### src/rtl/spi_cmd_pkg.sv
// Shared constants for the serial command port.
// Assumes one fixed word size and four control registers at addresses 0..3.
package spi_cmd_pkg;
    localparam int WORD_BITS  = 16;
    localparam int CHANNELS   = 6;
    localparam int REG_BITS   = 6;
    localparam int NUM_REGS   = 4;
    localparam int HDR_BITS   = 4;

    typedef enum logic [1:0] {
        SEL_GATE    = 2'd0,
        SEL_DISABLE = 2'd1,
        SEL_REFRESH = 2'd2,
        SEL_MASK    = 2'd3
    } reg_sel_e;
endpackage

### src/rtl/spi_pin_sync.sv
// Two-flop synchronizer for a group of slow pins, plus one extra stage so
// that the caller can find edges. Assumes each pin holds for at least
// three system clocks between changes.
module spi_pin_sync #(
    parameter int         W    = 2,
    parameter logic [W-1:0] IDLE = '0
) (
    input  logic         clk,
    input  logic         rst_n,
    input  logic [W-1:0] pin,
    output logic [W-1:0] lvl,
    output logic [W-1:0] prev
);
    logic [W-1:0] s1, s2, s3;

    // Shift the pin values through the synchronizer and edge stages.
    always_ff @(posedge clk) begin
        if (!rst_n) begin
            s1 <= IDLE;
            s2 <= IDLE;
            s3 <= IDLE;
        end else begin
            s1 <= pin;
            s2 <= s1;
            s3 <= s2;
        end
    end

    assign lvl  = s2;
    assign prev = s3;
endmodule

### src/rtl/spi_frame_unit.sv
// Serial shifter and frame-length checker.
// Shifts data in on rising serial clock edges and out on falling edges, and
// counts clocks modulo the word size. frame_ok is high while the count is a
// nonzero multiple of the word size. Assumes edge strobes are one system
// clock wide and that chip-select edges never coincide with clock edges.
module spi_frame_unit #(
    parameter int WORD_BITS = 16,
    parameter int HDR_BITS  = 4,
    parameter int REG_BITS  = 6
) (
    input  logic                 clk,
    input  logic                 rst_n,
    input  logic                 si,
    input  logic                 csb_low,
    input  logic                 csb_fall,
    input  logic                 csb_rise,
    input  logic                 sclk_rise,
    input  logic                 sclk_fall,
    input  logic [WORD_BITS-1:0] tx_load,
    output logic                 so,
    output logic                 so_oe,
    output logic                 frame_ok,
    output logic [HDR_BITS-1:0]  cmd_hdr,
    output logic [REG_BITS-1:0]  cmd_data
);
    localparam int CNT_W = $clog2(WORD_BITS);
    localparam logic [CNT_W-1:0] LAST = CNT_W'(WORD_BITS - 1);

    logic                 si_s1, si_s2;
    logic [CNT_W-1:0]     bit_cnt;
    logic                 got_bits;
    logic [WORD_BITS-1:0] rx_sr;
    logic [WORD_BITS-1:0] tx_sr;

    // Bring the data pin into the system clock with the same delay as sclk.
    always_ff @(posedge clk) begin
        if (!rst_n) begin
            si_s1 <= 1'b0;
            si_s2 <= 1'b0;
        end else begin
            si_s1 <= si;
            si_s2 <= si_s1;
        end
    end

    // Count serial clocks modulo the word size during a selection.
    always_ff @(posedge clk) begin
        if (!rst_n) begin
            bit_cnt  <= '0;
            got_bits <= 1'b0;
        end else if (csb_fall) begin
            bit_cnt  <= '0;
            got_bits <= 1'b0;
        end else if (sclk_rise && csb_low) begin
            bit_cnt  <= (bit_cnt == LAST) ? '0 : bit_cnt + 1'b1;
            got_bits <= 1'b1;
        end
    end

    // Receive shifter, MSB first, on rising serial clock edges.
    always_ff @(posedge clk) begin
        if (!rst_n) begin
            rx_sr <= '0;
        end else if (sclk_rise && csb_low) begin
            rx_sr <= {rx_sr[WORD_BITS-2:0], si_s2};
        end
    end

    // Transmit shifter: load on selection, advance on falling edges, refill
    // from received bits so that long frames pass data along a chain.
    always_ff @(posedge clk) begin
        if (!rst_n) begin
            tx_sr <= '0;
            so_oe <= 1'b0;
        end else if (csb_fall) begin
            tx_sr <= tx_load;
            so_oe <= 1'b1;
        end else if (csb_rise) begin
            so_oe <= 1'b0;
        end else if (sclk_fall && csb_low) begin
            tx_sr <= {tx_sr[WORD_BITS-2:0], rx_sr[0]};
        end
    end

    assign so       = tx_sr[WORD_BITS-1];
    assign frame_ok = got_bits && (bit_cnt == '0);
    assign cmd_hdr  = rx_sr[WORD_BITS-1 -: HDR_BITS];
    assign cmd_data = rx_sr[REG_BITS-1:0];


    so_release_chk: assert property (@(posedge clk) disable iff (!rst_n)
        csb_rise |=> !so_oe);

    so_select_chk: assert property (@(posedge clk) disable iff (!rst_n)
        csb_fall |=> (so_oe && so == $past(tx_load[WORD_BITS-1])));
endmodule

### src/rtl/spi_reg_bank.sv
// Four control registers written by decoded frames.
// A write lands only at a valid frame end, when the header's upper bits are
// zero. The low header bits select the register. Assumes NUM_REGS is a
// power of two that fits inside the header.
module spi_reg_bank #(
    parameter int HDR_BITS = 4,
    parameter int REG_BITS = 6,
    parameter int NUM_REGS = 4
) (
    input  logic                         clk,
    input  logic                         rst_n,
    input  logic                         csb_rise,
    input  logic                         frame_ok,
    input  logic [HDR_BITS-1:0]          cmd_hdr,
    input  logic [REG_BITS-1:0]          cmd_data,
    output logic [NUM_REGS*REG_BITS-1:0] regs_flat
);
    localparam int SEL_W = $clog2(NUM_REGS);

    logic             commit;
    logic             null_cmd;
    logic [SEL_W-1:0] sel;

    assign commit   = csb_rise && frame_ok;
    assign null_cmd = |cmd_hdr[HDR_BITS-1:SEL_W];
    assign sel      = cmd_hdr[SEL_W-1:0];

    for (genvar g = 0; g < NUM_REGS; g++) begin : g_reg
        // Update register g when a non-null frame addresses it.
        always_ff @(posedge clk) begin
            if (!rst_n) begin
                regs_flat[g*REG_BITS +: REG_BITS] <= '0;
            end else if (commit && !null_cmd && sel == SEL_W'(g)) begin
                regs_flat[g*REG_BITS +: REG_BITS] <= cmd_data;
            end
        end
    end


    reject_keeps_regs_chk: assert property (@(posedge clk) disable iff (!rst_n)
        (csb_rise && !frame_ok) |=> $stable(regs_flat));

    null_keeps_regs_chk: assert property (@(posedge clk) disable iff (!rst_n)
        (commit && cmd_hdr[HDR_BITS-1]) |=> $stable(regs_flat));

    gate_write_chk: assert property (@(posedge clk) disable iff (!rst_n)
        (commit && cmd_hdr == '0) |=> regs_flat[REG_BITS-1:0] == $past(cmd_data));
endmodule

### src/rtl/spi_fault_unit.sv
// Fault word latch and active-low fault flag.
// While deselected, the latch adds current faults to the word. A valid frame
// end replaces it with the current faults and arms the flag. Selection
// disarms the flag. Assumes fault_in is already in the system clock domain.
module spi_fault_unit #(
    parameter int FAULT_BITS = 12
) (
    input  logic                  clk,
    input  logic                  rst_n,
    input  logic                  csb_high,
    input  logic                  csb_fall,
    input  logic                  commit,
    input  logic [FAULT_BITS-1:0] fault_in,
    output logic [FAULT_BITS-1:0] latched,
    output logic                  fault_n
);
    logic flag_en;

    // Arm the flag at reset and at valid frame ends; disarm on selection.
    always_ff @(posedge clk) begin
        if (!rst_n)        flag_en <= 1'b1;
        else if (csb_fall) flag_en <= 1'b0;
        else if (commit)   flag_en <= 1'b1;
    end

    // Replace the word on commit; otherwise add faults while deselected.
    always_ff @(posedge clk) begin
        if (!rst_n)        latched <= '0;
        else if (commit)   latched <= fault_in;
        else if (csb_high) latched <= latched | fault_in;
    end

    assign fault_n = !(flag_en && (|latched));


    capture_on_commit_chk: assert property (@(posedge clk) disable iff (!rst_n)
        commit |=> latched == $past(fault_in));

    flag_quiet_chk: assert property (@(posedge clk) disable iff (!rst_n)
        csb_fall |=> fault_n);

    frozen_while_selected_chk: assert property (@(posedge clk) disable iff (!rst_n)
        (!csb_high && !commit) |=> $stable(latched));
endmodule

### src/rtl/spi_cmd_slave.sv
// Top of the serial command port. It synchronizes the serial pins, finds
// their edges, and connects the frame unit, register bank and fault unit.
// Assumes the serial clock half period is at least four system clocks.
module spi_cmd_slave
    import spi_cmd_pkg::*;
#(
    parameter int FRAME_BITS = WORD_BITS,
    parameter int NUM_CH     = CHANNELS,
    parameter int DATA_BITS  = REG_BITS
) (
    input  logic                  clk,
    input  logic                  rst_n,
    input  logic                  sclk,
    input  logic                  csb_n,
    input  logic                  si,
    input  logic [2*NUM_CH-1:0]   fault_in,
    output logic                  so,
    output logic                  so_oe,
    output logic                  fault_n,
    output logic [DATA_BITS-1:0]  gate_sel,
    output logic [DATA_BITS-1:0]  dis_mode,
    output logic [DATA_BITS-1:0]  refresh_ref,
    output logic [DATA_BITS-1:0]  flag_mask
);
    localparam int FAULT_BITS = 2 * NUM_CH;
    localparam int PAD_BITS   = FRAME_BITS - FAULT_BITS;

    logic [1:0]                    pin_lvl, pin_prev;
    logic                          csb_lvl, csb_fall, csb_rise;
    logic                          sclk_rise, sclk_fall;
    logic                          frame_ok, commit;
    logic [HDR_BITS-1:0]           cmd_hdr;
    logic [DATA_BITS-1:0]          cmd_data;
    logic [FAULT_BITS-1:0]         latched;
    logic [NUM_REGS*DATA_BITS-1:0] regs_flat;

    spi_pin_sync #(.W(2), .IDLE(2'b10)) u_sync (
        .clk   (clk),
        .rst_n (rst_n),
        .pin   ({csb_n, sclk}),
        .lvl   (pin_lvl),
        .prev  (pin_prev)
    );

    assign csb_lvl   = pin_lvl[1];
    assign csb_fall  = !pin_lvl[1] &&  pin_prev[1];
    assign csb_rise  =  pin_lvl[1] && !pin_prev[1];
    assign sclk_rise =  pin_lvl[0] && !pin_prev[0];
    assign sclk_fall = !pin_lvl[0] &&  pin_prev[0];
    assign commit    = csb_rise && frame_ok;

    spi_frame_unit #(
        .WORD_BITS (FRAME_BITS),
        .HDR_BITS  (HDR_BITS),
        .REG_BITS  (DATA_BITS)
    ) u_frame (
        .clk       (clk),
        .rst_n     (rst_n),
        .si        (si),
        .csb_low   (!csb_lvl),
        .csb_fall  (csb_fall),
        .csb_rise  (csb_rise),
        .sclk_rise (sclk_rise),
        .sclk_fall (sclk_fall),
        .tx_load   ({{PAD_BITS{1'b0}}, latched}),
        .so        (so),
        .so_oe     (so_oe),
        .frame_ok  (frame_ok),
        .cmd_hdr   (cmd_hdr),
        .cmd_data  (cmd_data)
    );

    spi_reg_bank #(
        .HDR_BITS (HDR_BITS),
        .REG_BITS (DATA_BITS),
        .NUM_REGS (NUM_REGS)
    ) u_regs (
        .clk       (clk),
        .rst_n     (rst_n),
        .csb_rise  (csb_rise),
        .frame_ok  (frame_ok),
        .cmd_hdr   (cmd_hdr),
        .cmd_data  (cmd_data),
        .regs_flat (regs_flat)
    );

    spi_fault_unit #(.FAULT_BITS(FAULT_BITS)) u_fault (
        .clk      (clk),
        .rst_n    (rst_n),
        .csb_high (csb_lvl),
        .csb_fall (csb_fall),
        .commit   (commit),
        .fault_in (fault_in),
        .latched  (latched),
        .fault_n  (fault_n)
    );

    assign gate_sel    = regs_flat[SEL_GATE*DATA_BITS    +: DATA_BITS];
    assign dis_mode    = regs_flat[SEL_DISABLE*DATA_BITS +: DATA_BITS];
    assign refresh_ref = regs_flat[SEL_REFRESH*DATA_BITS +: DATA_BITS];
    assign flag_mask   = regs_flat[SEL_MASK*DATA_BITS    +: DATA_BITS];


    reject_no_arm_chk: assert property (@(posedge clk) disable iff (!rst_n)
        (csb_rise && !frame_ok) |=> fault_n);
endmodule

### config.mk
export PLATFORM = sky130hd
export DESIGN_NAME = spi_cmd_slave
export DESIGN_NICKNAME = d
export VERILOG_FILES = /design/src/rtl/spi_cmd_pkg.sv /design/src/rtl/spi_pin_sync.sv /design/src/rtl/spi_frame_unit.sv /design/src/rtl/spi_reg_bank.sv /design/src/rtl/spi_fault_unit.sv /design/src/rtl/spi_cmd_slave.sv
export SDC_FILE = /design/constraint.sdc
export NUM_CORES = 1
export LEC_CHECK = 0
export BUFFER_PORTS_ARGS = -buffer_cell sky130_fd_sc_hd__buf_2
export CORE_UTILIZATION = 45
export CTS_CLUSTER_SIZE = 30
export DETAILED_ROUTE_END_ITERATION = 16
export PLACE_DENSITY_LB_ADDON = 0.15
export RECOVER_POWER = 100
export REMOVE_ABC_BUFFERS = 1
export SLEW_MARGIN = 20
export SYNTH_ARGS = -nofsm -noshare
export SYNTH_HDL_FRONTEND = slang
export SYNTH_HIERARCHICAL = 1
export SYNTH_SLANG_ARGS = --single-unit
### constraint.sdc
create_clock -name clk -period 1.8 [get_ports clk]
set_input_delay 0 -clock clk [delete_from_list [all_inputs] [get_ports clk]]
set_output_delay 0 -clock clk [all_outputs]
set_load 0.05 [all_outputs]
* Yosys cells after proc, flatten, opt, wreduce, memory -nomap -nowiden
Cells that the tools add are included.
** Cells by class
- Shifts and indexed selects :: 0
- Mux-type cells :: 10
- Reduce and logical (&&, ||, !) cells :: 31
- Bitwise logic cells :: 3
- Magnitude comparators :: 0
- $add $sub $neg :: 1
- Equality and inequality tests :: 5
- Multiply operators :: 0
- Divide/modulo/power cells :: 0
** Operator list (number)
- 2-to-1 mux 12 bit :: 5
- logical AND 1 bit :: 14
- bitwise OR 12 bit :: 1
- OR reduction 12 bit :: 1
- nonzero test 2 bit :: 4
- logical NOT 1 bit :: 6
- adder 4 x 1 -> 4 bit, second input constant :: 1
- == test 2 bit, second input constant :: 2
- == test 4 bit, second input constant :: 1
- logical NOT 4 bit :: 1
- 2-to-1 mux 1 bit :: 4
- 2-to-1 mux 4 bit :: 1
- AND reduction 2 bit :: 2
- OR reduction 2 bit :: 2
- == test 2 x 1 -> 1 bit, second input constant :: 1
- logical NOT 2 bit :: 1
- inequality test 2 bit, second input constant :: 1
- inverter 1 bit :: 2
** Storage, ports and cells
- Bits in read-only memories :: 0
- Bits in writable memories :: 0
- Input bits :: 17
- Register bits :: 83
- Latch bits :: 0
- Word-level logic and storage cells :: 67
- Memories :: 0
- Output and inout port bits :: 27

* Longest topological paths before layout
- Word-level depth :: 6
- Depth in mapped cells :: 7

* By module
Netlist, hierarchy kept.
** Modules (own cells, without submodules)
- spi_frame_unit :: cells each 188, area each 1676.6 um^2, times used 1
- spi_reg_bank :: cells each 88, area each 919.6 um^2, times used 1
- spi_fault_unit :: cells each 59, area each 540.5 um^2, times used 1
- spi_pin_sync :: cells each 12, area each 157.7 um^2, times used 1
- spi_cmd_slave :: cells each 7, area each 43.8 um^2, times used 1

* Least setup slack after synthesis
Ideal clock, no wire load.
- Kind :: register to output
- From :: reg u_fault.latched[3]
- To :: out fault_n
- Arrival time :: 2.027 ns
- Data required time :: 1.800 ns
- Cell stages (with the launch flop) :: 3
- Buffers on the path :: 0
- Setup slack :: -0.227 ns
- Path through :: dfxtp_1 > or4_1 > o31ai_1
** Between the ends
- Longest elaborated chain between the ends :: 3
** Ends and longest elaborated chain
- start: declaration :: line spi_fault_unit.sv:14 : output logic [FAULT_BITS-1:0] latched,
- start signal: assignment :: line spi_fault_unit.sv:29 : else if (commit) latched <= fault_in;
- start signal: assignment :: line spi_fault_unit.sv:30 : else if (csb_high) latched <= latched | fault_in;
- OR reduction 12 bit :: line spi_fault_unit.sv:33 : assign fault_n = !(flag_en && (|latched));
- logical AND 1 bit :: line spi_fault_unit.sv:33
- logical NOT 1 bit :: line spi_fault_unit.sv:33
- end: declaration :: line spi_cmd_slave.sv:19 : output logic fault_n,
No other way between the ends.

* Worst setup path in the final report
Same ends and word-level chain as after synthesis.

==> impl_metrics.yaml <==
cts:
  clk_pin_slew_ps: 90
  cts_num_sinks: 83
  cts-buffers-inserted: 9
  cts_tree: "built"
  cts.path.max_buffers: 2
  ctsRootBufferMaster: "clkbuf_8"
  h-tree-depth: 3
  clock_latency_ps: 340
sta:
  worstMarginPinSlew_ps: 600.3
  finClkSkew_ps: 5.533
  timing.slew.headroom_pct: 59.88
  rsz0062_at_grt: "no"
  holdWs_ps: 19.19
  period_share_pct: 95.66
  slew_violations: 0
  hold_viol: 0
  setup_viol: 0
  fin_crit_ps: 1722
  max_clock_freq_mhz: 580.8
drt:
  antenna_left: 0
  first_pass_iters: 4
  drt_iter0_drc: 67
  wl_um: 6189
  vias_per_cell: 4.847
  wl_per_cell_um: 12.11
  drc: 0
  vias: 2477
pwr:
  netSwitchingFraction_pct: 21.78
  p_clk_share_pct: 43.3
  p_sw_w: 0.0008126
  p_comb_share_pct: 5.4
  pwr-share-seq_pct: 51.3
  p_int_w: 0.002918
  power_w: 0.003730
  p_leak_nw: 1.666
  power.density_nw_per_um2: 934.9
  ir_drop_mv: 0.5466
cells_and_area:
  layout.cells.non_filler: 511
  fillCellCount: 704
  fin_area_sq_um: 3990
  fin_util_pct: 55.31
  drive_above_1_share_pct: 11.89
  n_antenna_cell: 0
  areaGrowthSynthToFinish_pct: 19.53
  nets: 426
yosys:
  ys_top_cells_by_area: "dfxtp_1 (50%), mux2i_1 (12%), nand2_1 (7.5%), a21boi_0 (6.5%), o21ai_0 (4.5%)"
  synth_cell_types: 32
  synth-seq-cells: 83
  yosysTopAreaCellShare_pct: 49.78
  synth_seq_area_share_pct: 49.78
  synth_top_cell_by_area: "dfxtp_1"
  synthCells: 354
  synth_area_sq_um: 3338
  synth_area_per_cell_sq_um: 9.430
  yosysWarnings: 6
place:
  dp_hpwl_um: 3988
  placed_area_sq_um: 3622
  dp_cells: 480
  port_buffers: 43
  gp_congestion: 0.6941
worst_setup_path:
  cp_slowest_stage_delay_ps: 570
  worstPathMaxFanout: 3
  cp-end-kind: "primary output"
  start_kind: "flip-flop"
  cp_cell_sequence: "or4_1, o31ai_2, buf_6"
  critPathArrivalTime_ps: 1720
  crit_slowest_cell: "or4_1"
  path_class: "reg2out"
  required_ps: 1800
  rr_worst_depth: 6
  reg2reg_slack_ps: 110
run_status:
  outcome: "complete, no violations"
global_route:
  grt_first_pass_wirelength_um: 10280
  grt_antenna_before_repair: 0
  track_usage_pct: 17.12
  grt_overflow_total: 0
  grt_max_degree: 33
  grt_pass1_vias: 2257
die:
  ios: 44
  std_cell_rows: 31
  die_h_um: 88.13
  start_util_pct: 46.27
  coreArea_sq_um: 7214
  die_area_sq_um: 7767
  die_x_um: 88.13
min_path:
  worstHoldPathCells: 2
  hold_path_class: "in2reg"
flow_run:
  maxCapViolations: 0
-- worst paths after layout --
path                            from                   to
setup / recovery  u_fault/latched[3]              fault_n
hold / removal                 rst_n    u_frame/rx_sr[11]
setup reg to reg  u_frame/bit_cnt[0]  u_regs/regs_flat[2]
hold reg to reg         u_sync/s1[1]        u_sync/lvl[1]
-- power groups by stage --
stage           logic, W  clock network [W]  registers (W)
2_1_floorplan  0.0000893                  0        0.00196
3_3_place_gp    0.000173                  0        0.00196
3_5_place_dp    0.000176                  0        0.00196
4_1_cts         0.000202            0.00165        0.00191
5_1_grt         0.000229            0.00173        0.00192
6_report        0.000202            0.00161        0.00191
-- repair_timing --
item                                   CTS  global route
setup buffers                            0             0
gates resized for setup                  0             7
setup endpoints to repair                0            29
endpoints found under the hold margin   15             0
hold buffers                            15             0
-- cells in the final DEF (no fill, tap or decap), types with 4 or more instances in the layout --
cell type | netlist | final
clkbuf_8 | 0 | 9
nand2_1 | 67 | 68
mux2i_1 | 40 | 40
a21boi_0 | 29 | 29
o21ai_0 | 30 | 30
dlygate4sd3_1 | 0 | 15
nand2b_1 | 15 | 15
conb_1 | 1 | 4
nor2_1 | 5 | 5
dfxtp_1 | 83 | 83
nand3_1 | 4 | 4
or4_1 | 4 | 4
buf_2 | 2 | 16
clkbuf_1 | 12 | 27
a21oi_1 | 20 | 20
-- registers in the layout (all words and copies together) (netlist names) --
register / count
u_regs/regs_flat: 24
u_frame/rx_sr: 16
u_frame/tx_sr: 16
u_fault/latched: 12
u_frame/bit_cnt: 4
u_sync/lvl: 2
u_sync/prev: 2
u_sync/s1: 2
u_fault/flag_en: 1
u_frame/got_bits: 1
u_frame/si_s1: 1
u_frame/si_s2: 1
u_frame/so_oe: 1
-- stage by stage --
step / setup TNS, ps / worst slack [ps]
after global placement: 0 / 87.69
after CTS: 0 / 4.541
after global routing: 0 / 7.199
final: 0 / 78.10
after detailed placement: 0 / 33.41
after floorplan: -226.7 / -226.7
-- metal layers --
metal	global-route usage (%)	part of all wire, %	vias up
li1	-	-	1286
met1	22.88	50	1149
met2	26.64	45	33
met3	3.487	2.9	9
met4	7.918	1.4	0
met5	0	0	-
-- cells by family (layout without fill, tap and decap cells) --
| group | count (synthesis) | in the layout | synth area share, % |
|---|---|---|---|
| xor+xnor | 1 | 1 | 0.2624 |
| flops | 83 | 83 | 49.78 |
| buf+inv | 33 | 88 | 5.809 |
| mux | 40 | 40 | 11.99 |
| compound gates | 80 | 80 | 14.24 |
| other cells | 1 | 4 | 0.1123 |
| fa+ha+maj | 2 | 2 | 0.7495 |
| simple gates | 114 | 114 | 17.05 |
-- layout make-up --
class / instances / area, sq um / share of cell area [%]
Timing Repair Buffer: 68 / 440.4 / 11.04
Tap cell: 99 / 123.9 / 3.104
Clock inverter: 7 / 123.9 / 3.104
Multi-Input combinational cell: 241 / 1501 / 37.63
Sequential cell: 83 / 1662 / 41.64
Clock buffer: 9 / 123.9 / 3.104
Inverter: 4 / 15.01 / 0.3763
-- cells in the mapped netlist --
| master | count |
|---|---|
| and2_1 | 6 |
| and3_4 | 1 |
| and2b_2 | 1 |
| or4_1 | 4 |
| nor2b_1 | 3 |
| and3b_1 | 1 |
| ha_1 | 2 |
| conb_1 | 1 |
| o31ai_1 | 1 |
| xor2_1 | 1 |
| buf_4 | 13 |
| nand3b_2 | 2 |
| a21oi_1 | 20 |
| nor4bb_1 | 1 |
| mux2i_1 | 40 |
| nand2_1 | 67 |
| dfxtp_1 | 83 |
| inv_1 | 3 |
| a21boi_0 | 29 |
| clkbuf_1 | 12 |
| buf_8 | 1 |
| buf_6 | 1 |
| and4bb_4 | 1 |
| nand2b_1 | 15 |
| nand3b_1 | 1 |
| nor2_1 | 5 |
| inv_2 | 1 |
| nand3_1 | 4 |
| o21ai_0 | 30 |
| buf_2 | 2 |
| or2b_1 | 1 |
| nand2_2 | 1 |
-- critical path: cells and delay by family, from the launching register on --
kind	cells	cell delay [ps]
AO/OA/AOI/OAI	1	290
AND/OR/NAND/NOR	1	570
flip-flops	1	320
buffers and inverters	1	190
Power figures use the tool's default switching activity.
